`config.mk`:
```
export PLATFORM = sky130hd
export DESIGN_NAME = spi_frame_master
export DESIGN_NICKNAME = d
export VERILOG_FILES = /design/src/rtl/spi_fm_pkg.sv /design/src/rtl/spi_fm_timer.sv /design/src/rtl/spi_fm_shifter.sv /design/src/rtl/spi_frame_master.sv
export SDC_FILE = /design/constraint.sdc
export NUM_CORES = 1
export LEC_CHECK = 0
export ABC_AREA = 1
export CORE_ASPECT_RATIO = 1.2
export CORE_MARGIN = 4
export CORE_UTILIZATION = 45
export CTS_CLUSTER_SIZE = 40
export DETAILED_ROUTE_END_ITERATION = 6
export GPL_TIMING_DRIVEN = 0
export MAX_ROUTING_LAYER = met4
export PLACE_DENSITY = 0.74
export SYNTH_ARGS = -nofsm -noshare
export SYNTH_HDL_FRONTEND = slang
export SYNTH_SLANG_ARGS = --single-unit
```
`constraint.sdc`:
```
create_clock -name clk -period 3.2 [get_ports clk]
set_input_delay 0.48 -clock clk [delete_from_list [all_inputs] [get_ports clk]]
set_output_delay 0.48 -clock clk [all_outputs]
set_load 0.02 [all_outputs]
```
`src/rtl/spi_fm_pkg.sv`:
```
package spi_fm_pkg;

  typedef enum logic [2:0] {
    ST_IDLE,
    ST_LEAD,
    ST_SHIFT,
    ST_TRAIL,
    ST_GAP
  } phase_t;

  // A wait of v clocks loads the down-counter with v-1; zero behaves as one.
  function automatic int span_load(input int v);
    return (v < 1) ? 0 : v - 1;
  endfunction

  // Frame length limited to the range 4..hi.
  function automatic int clamp_len(input int v, input int hi);
    if (v < 4) return 4;
    if (v > hi) return hi;
    return v;
  endfunction

  // Position in the data word of the idx-th bit on the wire.
  function automatic int bit_slot(input int idx, input int len, input bit lsb_first);
    return lsb_first ? idx : (len - 1 - idx);
  endfunction

  // Serial-clock edges in a frame of len bits.
  function automatic int frame_edges(input int len);
    return 2 * len;
  endfunction

endpackage

```
`src/rtl/spi_fm_timer.sv`:
```
module spi_fm_timer #(
  parameter int W = 8
) (
  input  logic         clk,
  input  logic         rst_n,
  input  logic         load,
  input  logic [W-1:0] load_val,
  output logic         done
);

  logic [W-1:0] cnt_q;

  always_ff @(posedge clk or negedge rst_n) begin
    if (!rst_n) begin
      cnt_q <= '0;
    end else if (load) begin
      cnt_q <= load_val;
    end else if (cnt_q != '0) begin
      cnt_q <= cnt_q - 1'b1;
    end
  end

  assign done = (cnt_q == '0);

endmodule

```
`src/rtl/spi_fm_shifter.sv`:
```
module spi_fm_shifter #(
  parameter int DATA_W = 16,
  parameter int IDX_W  = 5
) (
  input  logic              clk,
  input  logic              rst_n,
  input  logic              start,
  input  logic [DATA_W-1:0] start_word,
  input  logic [IDX_W-1:0]  start_len,
  input  logic              start_lsb,
  input  logic              start_cpha,
  input  logic              launch,
  input  logic              sample,
  input  logic              miso,
  output logic              mosi,
  output logic [DATA_W-1:0] rx_word
);
  import spi_fm_pkg::*;

  localparam int SEL_W = $clog2(DATA_W);

  logic [DATA_W-1:0] tx_q, rx_q;
  logic [IDX_W-1:0]  len_q, tx_i, rx_i;
  logic              lsb_q, mosi_q;
  logic [SEL_W-1:0]  first_sel, tx_sel, rx_sel;

  assign first_sel = SEL_W'(bit_slot(0, int'(start_len), start_lsb));
  assign tx_sel    = SEL_W'(bit_slot(int'(tx_i), int'(len_q), lsb_q));
  assign rx_sel    = SEL_W'(bit_slot(int'(rx_i), int'(len_q), lsb_q));

  always_ff @(posedge clk or negedge rst_n) begin
    if (!rst_n) begin
      tx_q   <= '0;
      rx_q   <= '0;
      len_q  <= '0;
      tx_i   <= '0;
      rx_i   <= '0;
      lsb_q  <= 1'b0;
      mosi_q <= 1'b0;
    end else if (start) begin
      tx_q  <= start_word;
      len_q <= start_len;
      lsb_q <= start_lsb;
      rx_q  <= '0;
      rx_i  <= '0;
      if (start_cpha) begin
        mosi_q <= 1'b0;
        tx_i   <= '0;
      end else begin
        mosi_q <= start_word[first_sel];
        tx_i   <= IDX_W'(1);
      end
    end else begin
      if (launch) begin
        mosi_q <= tx_q[tx_sel];
        tx_i   <= tx_i + 1'b1;
      end
      if (sample) begin
        rx_q[rx_sel] <= miso;
        rx_i         <= rx_i + 1'b1;
      end
    end
  end

  assign mosi    = mosi_q;
  assign rx_word = rx_q;

  // every launched or sampled bit falls inside the frame
  a_r6_launch_in_frame: assert property (@(posedge clk) disable iff (!rst_n)
    (launch && !start) |-> (tx_i < len_q));
  a_r6_sample_in_frame: assert property (@(posedge clk) disable iff (!rst_n)
    (sample && !start) |-> (rx_i < len_q));

endmodule

```
`src/rtl/spi_frame_master.sv`:
```
module spi_frame_master #(
  parameter int DATA_W = 16,
  parameter int CNT_W  = 8,
  parameter int DIV_W  = 8
) (
  input  logic                         clk,
  input  logic                         rst_n,
  input  logic                         cmd_valid,
  output logic                         cmd_ready,
  input  logic [DATA_W-1:0]            cmd_word,
  input  logic [$clog2(DATA_W+1)-1:0]  cmd_len,
  input  logic                         cmd_lsb_first,
  input  logic                         cmd_cpol,
  input  logic                         cmd_cpha,
  input  logic                         cmd_hold_cs,
  input  logic [DIV_W-1:0]             cfg_half,
  input  logic [CNT_W-1:0]             cfg_lead,
  input  logic [CNT_W-1:0]             cfg_trail,
  input  logic [CNT_W-1:0]             cfg_gap,
  output logic                         spi_cs_n,
  output logic                         spi_sclk,
  output logic                         spi_mosi,
  input  logic                         spi_miso,
  output logic                         rx_valid,
  output logic [DATA_W-1:0]            rx_word
);
  import spi_fm_pkg::*;

  localparam int IDX_W  = $clog2(DATA_W + 1);
  localparam int EDGE_W = $clog2(2 * DATA_W + 1);
  localparam int TMR_W  = (CNT_W > DIV_W) ? CNT_W : DIV_W;

  phase_t              phase_q;
  logic                cs_n_q, sclk_q, rx_valid_q;
  logic [EDGE_W-1:0]   edge_q, edge_num, edge_total;
  logic [IDX_W-1:0]    len_q, acc_len;
  logic                cpol_q, cpha_q, hold_q;

  logic                tmr_load, tmr_done;
  logic [TMR_W-1:0]    tmr_val;

  // named internal events
  logic accept, lead_done, fire_edge, last_edge, trail_done, gap_done;
  logic ev_launch, ev_sample;

  assign acc_len    = IDX_W'(clamp_len(int'(cmd_len), DATA_W));
  assign edge_total = EDGE_W'(frame_edges(int'(len_q)));
  assign edge_num   = edge_q + 1'b1;

  assign lead_done  = (phase_q == ST_LEAD)  && tmr_done;
  assign trail_done = (phase_q == ST_TRAIL) && tmr_done;
  assign gap_done   = (phase_q == ST_GAP)   && tmr_done;
  assign fire_edge  = lead_done || ((phase_q == ST_SHIFT) && tmr_done);
  assign last_edge  = fire_edge && (edge_num == edge_total);

  assign cmd_ready  = (phase_q == ST_IDLE) || (trail_done && hold_q);
  assign accept     = cmd_valid && cmd_ready;

  assign ev_launch  = fire_edge && (cpha_q ? edge_num[0] : (!edge_num[0] && !last_edge));
  assign ev_sample  = fire_edge && (cpha_q ? !edge_num[0] : edge_num[0]);

  always_comb begin
    tmr_load = 1'b0;
    tmr_val  = '0;
    if (accept) begin
      tmr_load = 1'b1;
      tmr_val  = TMR_W'(span_load(int'(cfg_lead)));
    end else if (fire_edge) begin
      tmr_load = 1'b1;
      tmr_val  = last_edge ? TMR_W'(span_load(int'(cfg_trail)))
                           : TMR_W'(span_load(int'(cfg_half)));
    end else if (trail_done) begin
      tmr_load = 1'b1;
      tmr_val  = TMR_W'(span_load(int'(cfg_gap)));
    end
  end

  spi_fm_timer #(.W(TMR_W)) u_timer (
    .clk      (clk),
    .rst_n    (rst_n),
    .load     (tmr_load),
    .load_val (tmr_val),
    .done     (tmr_done)
  );

  spi_fm_shifter #(.DATA_W(DATA_W), .IDX_W(IDX_W)) u_shift (
    .clk        (clk),
    .rst_n      (rst_n),
    .start      (accept),
    .start_word (cmd_word),
    .start_len  (acc_len),
    .start_lsb  (cmd_lsb_first),
    .start_cpha (cmd_cpha),
    .launch     (ev_launch),
    .sample     (ev_sample),
    .miso       (spi_miso),
    .mosi       (spi_mosi),
    .rx_word    (rx_word)
  );

  always_ff @(posedge clk or negedge rst_n) begin
    if (!rst_n) begin
      phase_q    <= ST_IDLE;
      cs_n_q     <= 1'b1;
      sclk_q     <= 1'b0;
      edge_q     <= '0;
      rx_valid_q <= 1'b0;
      len_q      <= '0;
      cpol_q     <= 1'b0;
      cpha_q     <= 1'b0;
      hold_q     <= 1'b0;
    end else begin
      rx_valid_q <= last_edge;
      if (accept) begin
        phase_q <= ST_LEAD;
        cs_n_q  <= 1'b0;
        sclk_q  <= cmd_cpol;
        edge_q  <= '0;
        len_q   <= acc_len;
        cpol_q  <= cmd_cpol;
        cpha_q  <= cmd_cpha;
        hold_q  <= cmd_hold_cs;
      end else if (fire_edge) begin
        sclk_q  <= ~sclk_q;
        edge_q  <= edge_num;
        phase_q <= last_edge ? ST_TRAIL : ST_SHIFT;
      end else if (trail_done) begin
        cs_n_q  <= 1'b1;
        phase_q <= ST_GAP;
      end else if (gap_done) begin
        phase_q <= ST_IDLE;
      end
    end
  end

  assign spi_cs_n = cs_n_q;
  assign spi_sclk = sclk_q;
  assign rx_valid = rx_valid_q;

  // select only falls after a completed handshake
  a_r1_select_follows_handshake: assert property (@(posedge clk) disable iff (!rst_n)
    $fell(cs_n_q) |-> $past(cmd_valid && cmd_ready));
  // the serial clock is quiet during the lead wait
  a_r2_lead_quiet: assert property (@(posedge clk) disable iff (!rst_n)
    (phase_q == ST_LEAD && !tmr_done) |=> $stable(sclk_q));
  // the frame ends with the clock back at its idle level
  a_r3_idle_level_at_end: assert property (@(posedge clk) disable iff (!rst_n)
    rx_valid_q |-> (sclk_q == cpol_q));
  // serial data out only moves on a take or on a launch edge
  a_r5_mosi_moves_on_events: assert property (@(posedge clk) disable iff (!rst_n)
    !$stable(spi_mosi) |-> $past(accept || ev_launch));
  // release happens with the clock parked at idle level
  a_r7_release_at_idle_level: assert property (@(posedge clk) disable iff (!rst_n)
    $rose(cs_n_q) |-> (sclk_q == cpol_q));
  // no command is taken right after release
  a_r8_gap_blocks_ready: assert property (@(posedge clk) disable iff (!rst_n)
    $rose(cs_n_q) |-> !cmd_ready);
  // a chained command keeps select asserted
  a_r9_chain_keeps_select: assert property (@(posedge clk) disable iff (!rst_n)
    (trail_done && hold_q && cmd_valid) |=> !cs_n_q);
  // without a chained command select is released
  a_r10_unchained_release: assert property (@(posedge clk) disable iff (!rst_n)
    (trail_done && !(hold_q && cmd_valid)) |=> cs_n_q);
  // received-word strobe lasts one clock
  a_r11_single_pulse: assert property (@(posedge clk) disable iff (!rst_n)
    rx_valid_q |=> !rx_valid_q);

endmodule

```
======== Word level (Yosys, flattened, before mapping) ========
Index checks and enable logic that the tools add are counted.
cells by class
  add/subtract/negate cells ............... 12
  order comparisons ....................... 10
  equality and inequality tests ........... 6
  mux-type cells .......................... 54
  bitwise operators ....................... 1
  reductions and logical operators ........ 25
operators with widths
  cell                 count
  $mux 8               10
  $sub 8x1->8 const B  5
  $mux 5               7
  $lt 8x1->1 const B   4
  $mux 16              2
  $mux 1               21
  $bwmux 16            1
  $lt 4x5->1 const B   3
  $mux 3               5
  $mux 4               3
  $mux 6               2
  $logic_and 1x1->1    11
  $add 5x1->5 const B  2
  $reduce_bool 2->1    5
  $bmux 1 s4           2
  $logic_not 8->1      1
  $reduce_bool 8->1    1
  $sub 4x1->4 const B  2
  $sub 4x4->4          2
  $add 6x1->6 const B  1
  $eq 3x2->1 const B   2
  $eq 6x6->1           1
  $gt 5x5->1 const B   1
  $lt 5x3->1 const B   1
  11 further kinds     13
word-level totals
  flip-flop bits (word level) ............. 71
  input bits .............................. 61
  output and inout port bits .............. 21
  logic and storage cells ................. 123

======== Logic depth before layout (Yosys ltp) ========
Gate-level depths: netlist of run 1.
  word-level depth ........................ 11
  gate-level depth with buffers ........... 18
  gate-level depth less buffers ........... 18

======== Cells and area by module ========
Synthesis of run 1 repeated with hierarchy kept, for this count alone.
second synthesis, totals
  cells, all modules ...................... 821
  area total of the unflattened synthesis .. 5624.1 um2
modules (own cells, without submodules)
  module            times used  cells an instance  area an instance (um2)  seq. area each (um2)
  spi_fm_shifter    1           412                3016.6                  1151.1
  spi_frame_master  1           338                2094.5                  476.7
  spi_fm_timer      1           71                 513.0                   200.2

======== Least setup slack after synthesis of run 1 ========
Ideal clock, no wire load.
  kind .................................... register to register
  start ................................... reg u_shift.len_q[0]
  end ..................................... reg u_shift.mosi_q, in the netlist u_shift.mosi
  setup time .............................. 0.117 ns
  data arrival time ....................... 2.334 ns
  data required time ...................... 3.083 ns
  path slack .............................. 0.749 ns
  cell stages (with the launch flop) ...... 16
  buffers on the path ..................... 0
  clock period less this slack ............ 2.451 ns
  path through ............................ dfrtp_1 -> inv_1 -> ha_1 -> fa_1 -> o21ai_0 -> inv_1 -> o211ai_1 -> nand2_1 -> nand2_1 -> o21ai_0 -> inv_1 -> nand2_1 -> nand3_1 -> nand2_1 -> nand2_1 -> nand2_1
between the ends
  longest elaborated chain between the ends .. 7
  elaborated cells on any way between the ends .. 14
  classes of those cells .................. add/sub: 2; eq/ne: 1; mux: 6; reduce/logical: 5
ends and longest elaborated chain
  element                                                  line                  RTL
  start, declared                                          spi_fm_shifter.sv:23  logic [IDX_W-1:0] len_q, tx_i, rx_i;
  start signal, assigned                                   spi_fm_shifter.sv:42  len_q <= start_len;
  $sub 4x1->4 / $eq 6x6->1 (equally long branches)         --
  $sub 4x4->4 / $logic_and 1x1->1 (equally long branches)  --
  $mux 4 / $logic_not 1->1 (equally long branches)         --
  $bmux 1 s4 / $logic_and 1x1->1 (equally long branches)   --
  $mux 1 (on tied branches)                                --
  $mux 1 / $logic_and 1x1->1 (equally long branches)       --
  $mux 1 / $reduce_bool 2->1 (equally long branches)       --
  end signal, assigned                                     spi_fm_shifter.sv:50  mosi_q <= start_word[first_sel];
  end signal, assigned                                     spi_fm_shifter.sv:55  mosi_q <= tx_q[tx_sel];
  end, declared                                            spi_fm_shifter.sv:24  logic lsb_q, mosi_q;
Parallel ways exist; a longest one is shown, timed or not. The select of a mux whose other input is x is not followed.
A chain may end at the register's enable or synchronous reset.

======== Worst setup path after layout of run 1 ========
  start ................................... reg u_shift.len_q[0]
  end ..................................... reg u_shift.rx_q[3], in the netlist u_shift.rx_word[3]
between the ends
  longest elaborated chain between the ends .. 10
  elaborated cells on any way between the ends .. 11
  classes of those cells .................. add/sub: 2; order compare: 2; mux: 6; reduce/logical: 1
ends and longest elaborated chain
  element                                                                line                  RTL
  $sub 4x1->4 *                                                          spi_fm_pkg.sv:25      return lsb_first ? idx : (len - 1 - idx);
  $sub 4x4->4 *                                                          spi_fm_pkg.sv:25
  $mux 4 *                                                               spi_fm_pkg.sv:25
  $lt 4x5->1 (implied by the code) / $ge 4x1->1 (equally long branches)  spi_fm_shifter.sv:59  rx_q[rx_sel] <= miso;
  $logic_and 1x1->1 (implied by the code)                                spi_fm_shifter.sv:59
  $mux 1 (implied by the code)                                           spi_fm_shifter.sv:59
  $demux 1 s4 *                                                          --
  $bwmux 16 *                                                            spi_fm_shifter.sv:59
  $mux 16 *                                                              spi_fm_shifter.sv:58  if (sample) begin
  $mux 16 *                                                              spi_fm_shifter.sv:40  end else if (start) begin
  end signal, assigned by index                                          spi_fm_shifter.sv:59
  end, declared                                                          spi_fm_shifter.sv:22  logic [DATA_W-1:0] tx_q, rx_q;
Mark *: on every way between the ends. The rest lies on a longest branch, timed or not. The select of a mux whose other input is x is not followed.

==> summary.md, run 1 <==
| Metric | Value |
|---|---|
| Worst setup skew after layout | 0.00527 ns |
| Top cell type by total area after synthesis | sky130_fd_sc_hd__dfrtp_1 |
| Count of antenna-violating nets left after detailed routing | 0 |
| Non-filler cells, final | between 1000 and 1500 |
| Layout overhead on the synthesized area | 25.1% |
| Initial Utilization | a little under half |
| DR iter-0 viols | 264 |
| Storage element area | between 1500 and 2000 sq um |
| Number of enable-type register cells in the synthesized netlist | 0 |
| Worst hold start | spi_cs_n |
| Fillers | between 1000 and 1500 |
| Largest net degree at the start of global routing | 65 |
| Total CTS buffers | 9 |
| Largest vdd supply drop | 0.191 mV |
| Placeable Area | approximately 11000 sq um |
| All-Layer GR Usage | 21.2% |
| Total wire length | ~14000 microns |
| Signal arrival time at the worst endpoint | approximately 3.0 ns |
| Overall power | 2.00 mW |
| Net count after synthesis | between 800 and 900 |
| Die H | between 100 and 150 microns |
| Reg2reg start | u_shift.len_q[0] |
| Post-synth top flop | sky130_fd_sc_hd__dfrtp_1 |
| RD Place Congestion | roughly 0.9 |
| Maximum Capacitance Violations | 0 |
| Mapped Avg Cell Area | 6.64 sq um |
| N_diodes | 0 |
| Setup repair after global routing missed its margin | false |
| Detailed-route wire length per cell | 13.0 microns |
| Final Hold Fails | 0 |
| Final setup violation count | 0 |
| Wire length of the first global-routing pass | 22500 microns |
| Global-route congestion overflow total | 0 |
| Shortest period the worst path allows | approximately 2.8 ns |
| Final nets | between 900 and 1000 |
| FMAX | between 0.3 and 0.4 GHz |
| Clock Sinks | between 60 and 70 |
| Critical path class | flop to flop |
| Maximum buffer depth of the clock tree | 2 |
| TritonCTS clock tree | done |
| Distinct cells, synth | 41 |
| P_leak | between 3 and 4 nW |
| H-tree levels | 3 |
| Detailed Place HPWL | 10400 microns |
| Clock Pin Slew Worst Setup and Hold Paths | about 0.060 ns |
| Fraction of registers with async set or reset after synthesis | 100% |
| Required time reported for the critical path endpoint | approximately 3.4 ns |
| Total number of yosys warnings | 0 |
| Proportion of layout cells with a drive suffix above 1 | around 6.0% |
| Gate count after technology mapping | a little under 800 |
| Area of the die | roughly 13000 sq um |
| Biggest fanout along the worst timing path | 8 |
| Number of primary I/O pins | about 80 |
| Total power divided by cell area | about 310 nW/um^2 |
| Detailed-route DRC error count | 0 |
| Yosys top cell area share | 32.6% |
| Syn Std Cell Area | 5220 sq um |
| Crit path from | u_shift.len_q[0] |
| Total via count after detailed routing | between 5000 and 6000 |
| Mean number of vias per cell | between 5 and 6 |
| Port Buf Inserts | 81 |
| Outcome | finished clean |
| Latest clock arrival within the worst-skew pair | 0.33 ns |
| Sequential fraction of the synthesis area | 33.1% |
| Relative slew margins | about three fifths |
| Path category of the worst min-delay check | flop to flop |
| Vias in the first global route | 4912 |
| Flip-flop and latch count after synthesis | slightly below 70 |
| Share of the core filled with cells in the final layout | about three fifths |
| Post-Place Cells | 1022 |
| Transition time of the tightest slew-check pin | ~0.60 ns |
| Startpoint Class | flop |
| Overall die width | ~110 microns |
| Cell Rows | 42 |
| Clock tree root buffer cell | sky130_fd_sc_hd__clkbuf_16 |
| Kind of capture point of the worst setup path | flop |
| Largest cells by area after synthesis | sky130_fd_sc_hd__dfrtp_1 33%, sky130_fd_sc_hd__nand2_1 15%, sky130_fd_sc_hd__inv_1 9.4% |
| Area occupied by multi-input gates | 2890 sq um |
| Final worst-path cycle share | 86.7% |
| Aggregate negative setup slack | 0 ns |
| Initial antenna violation count | 0 |
| Total iterations of the first detailed-routing run | 5 |
| Number of max-slew violations in the final report | 0 |
[cells by family (layout without fill, tap and decap cells)]
group                    Yosys count  in the layout  synth area share [%]
XOR/XNOR                          22             22                  3.69
adder cells (fa/ha/maj)           19             19                  4.85
AND/OR/NAND/NOR                  403            403                  33.5
buffers and inverters            151            250                  11.4
flip-flops                        69             69                  33.1
AO/OA/AOI/OAI                    122            122                  13.4
[routing by layer]
layer | global-route usage [%] | part of all wire, % | vias up
li1 | - | - | 2693
met1 | 25.3 | 44 | 2402
met2 | 37.1 | 51 | 94
met3 | 3.02 | 3.5 | 18
met4 | 6.55 | 1.9 | 0
met5 | - | 0 | -
[through the flow]
| stage | hold WS [ns] | area [sq um] | setup slack [ns] |
|---|---|---|---|
| floorplan | 0.184 | 5220 | 0.749 |
| global placement | 0.454 | 6220 | -0.891 |
| detailed placement | 0.317 | 6240 | 0.248 |
| CTS | 0.468 | 6530 | 0.234 |
| global route | 0.497 | 6530 | 0.147 |
| finish | 0.466 | 6530 | 0.426 |
[synth_stat cells (2+ instances only)]
cell type and instances:
sky130_fd_sc_hd__a211oi_1 2, sky130_fd_sc_hd__a21oi_1 26, sky130_fd_sc_hd__a31oi_1 5, sky130_fd_sc_hd__buf_2 8, sky130_fd_sc_hd__buf_6 2, sky130_fd_sc_hd__clkbuf_1 5
sky130_fd_sc_hd__clkinv_1 2, sky130_fd_sc_hd__dfrtp_1 68, sky130_fd_sc_hd__fa_1 2, sky130_fd_sc_hd__ha_1 17, sky130_fd_sc_hd__inv_1 130, sky130_fd_sc_hd__inv_2 2
sky130_fd_sc_hd__nand2_1 205, sky130_fd_sc_hd__nand2_4 4, sky130_fd_sc_hd__nand3_1 72, sky130_fd_sc_hd__nand3_2 5, sky130_fd_sc_hd__nand4_1 6, sky130_fd_sc_hd__nor2_1 81
sky130_fd_sc_hd__nor3_1 20, sky130_fd_sc_hd__nor3b_1 2, sky130_fd_sc_hd__o211ai_1 8, sky130_fd_sc_hd__o21ai_0 63, sky130_fd_sc_hd__o21ai_1 5, sky130_fd_sc_hd__o21ai_2 4
sky130_fd_sc_hd__o21ai_4 2, sky130_fd_sc_hd__o22ai_1 2, sky130_fd_sc_hd__or2_2 4, sky130_fd_sc_hd__xnor2_1 6, sky130_fd_sc_hd__xor2_1 16
[layout by cell type (no fill, tap or decap), drive strengths merged, types with 16 or more instances in the layout]
cell	n
nor3	21
ha	17
nand2	210
a21oi	26
clkbuf	21
inv	132
nor2	83
nand3	77
dfrtp	68
xor2	16
clkdlybuf4s50	80
o21ai	74
[sequential cells by signal (all words and copies together), names as in the netlist, 3 cells and up]
| name | count |
|---|---|
| edge_q | 6 |
| u_shift.tx_q | 16 |
| u_shift.rx_word | 16 |
| u_shift.len_q | 5 |
| u_shift.rx_i | 4 |
| u_shift.tx_i | 4 |
| u_timer.cnt_q | 8 |
| phase_q | 3 |
[path summary, 6_finish.rpt]
path	to	slack, ns	cells past startpoint
hold / removal	spi_cs_n	0.47	2
min in group asynchronous	rx_valid	0.52	2
setup / recovery	u_shift.rx_word[3]	0.43	14
hold reg to reg	spi_cs_n	0.47	2
setup reg to reg	u_shift.rx_word[3]	0.43	14
max in group asynchronous	spi_cs_n	2.13	3
[cell type report]
type / instances / share of cell area, %
multi-input combinational: 566 / 44.3
sequential: 69 / 26.5
buffer: 17 / 1.44
clock inverter: 1 / 0.0767
tap: 154 / 2.95
inverter: 134 / 7.71
clock buffer: 15 / 4.10
timing repair buffer: 83 / 13.0
[worst max-delay path, stage by stage (launching register included)]
cell	delay, ns
sky130_fd_sc_hd__dfrtp_1	0.44
sky130_fd_sc_hd__inv_1	0.10
sky130_fd_sc_hd__ha_1	0.39
sky130_fd_sc_hd__inv_1	0.09
sky130_fd_sc_hd__ha_1	0.27
sky130_fd_sc_hd__inv_1	0.05
sky130_fd_sc_hd__o21bai_1	0.05
sky130_fd_sc_hd__a21oi_1	0.18
sky130_fd_sc_hd__inv_1	0.06
sky130_fd_sc_hd__nand2_1	0.06
sky130_fd_sc_hd__nand3_1	0.13
sky130_fd_sc_hd__xor2_1	0.30
sky130_fd_sc_hd__nand2_1	0.25
sky130_fd_sc_hd__nor3_1	0.20
sky130_fd_sc_hd__nor2_1	0.07
[where the power goes]
| group | leakage, nW | total, mW | switching, mW | internal [mW] |
|---|---|---|---|---|
| clock | 0.134 | 0.920 | 0.353 | 0.567 |
| sequential | 0.758 | 0.876 | 0.00127 | 0.875 |
| combinational | 2.46 | 0.207 | 0.100 | 0.106 |
| total | 3.35 | 2.00 | 0.455 | 1.55 |
[repair_timing]
action,in CTS,in global routing
hold buffers,1,0
buffers inserted,0,0
endpoints found under the hold margin,5,0
endpoints found under the setup margin,0,1
gates resized for setup,0,1
(Power assumes the default switching activity.)
==> run 2, diff against run 1 <==
--- a/config.mk
+++ b/config.mk
@@ -6,6 +6,7 @@
 export NUM_CORES = 1
 export LEC_CHECK = 0
 export ABC_AREA = 1
+export CAP_MARGIN = 20
 export CORE_ASPECT_RATIO = 1.2
 export CORE_MARGIN = 4
 export CORE_UTILIZATION = 45
==> results of run 2 <==
Final layout, timing and power as in run 1 (identical DEF).
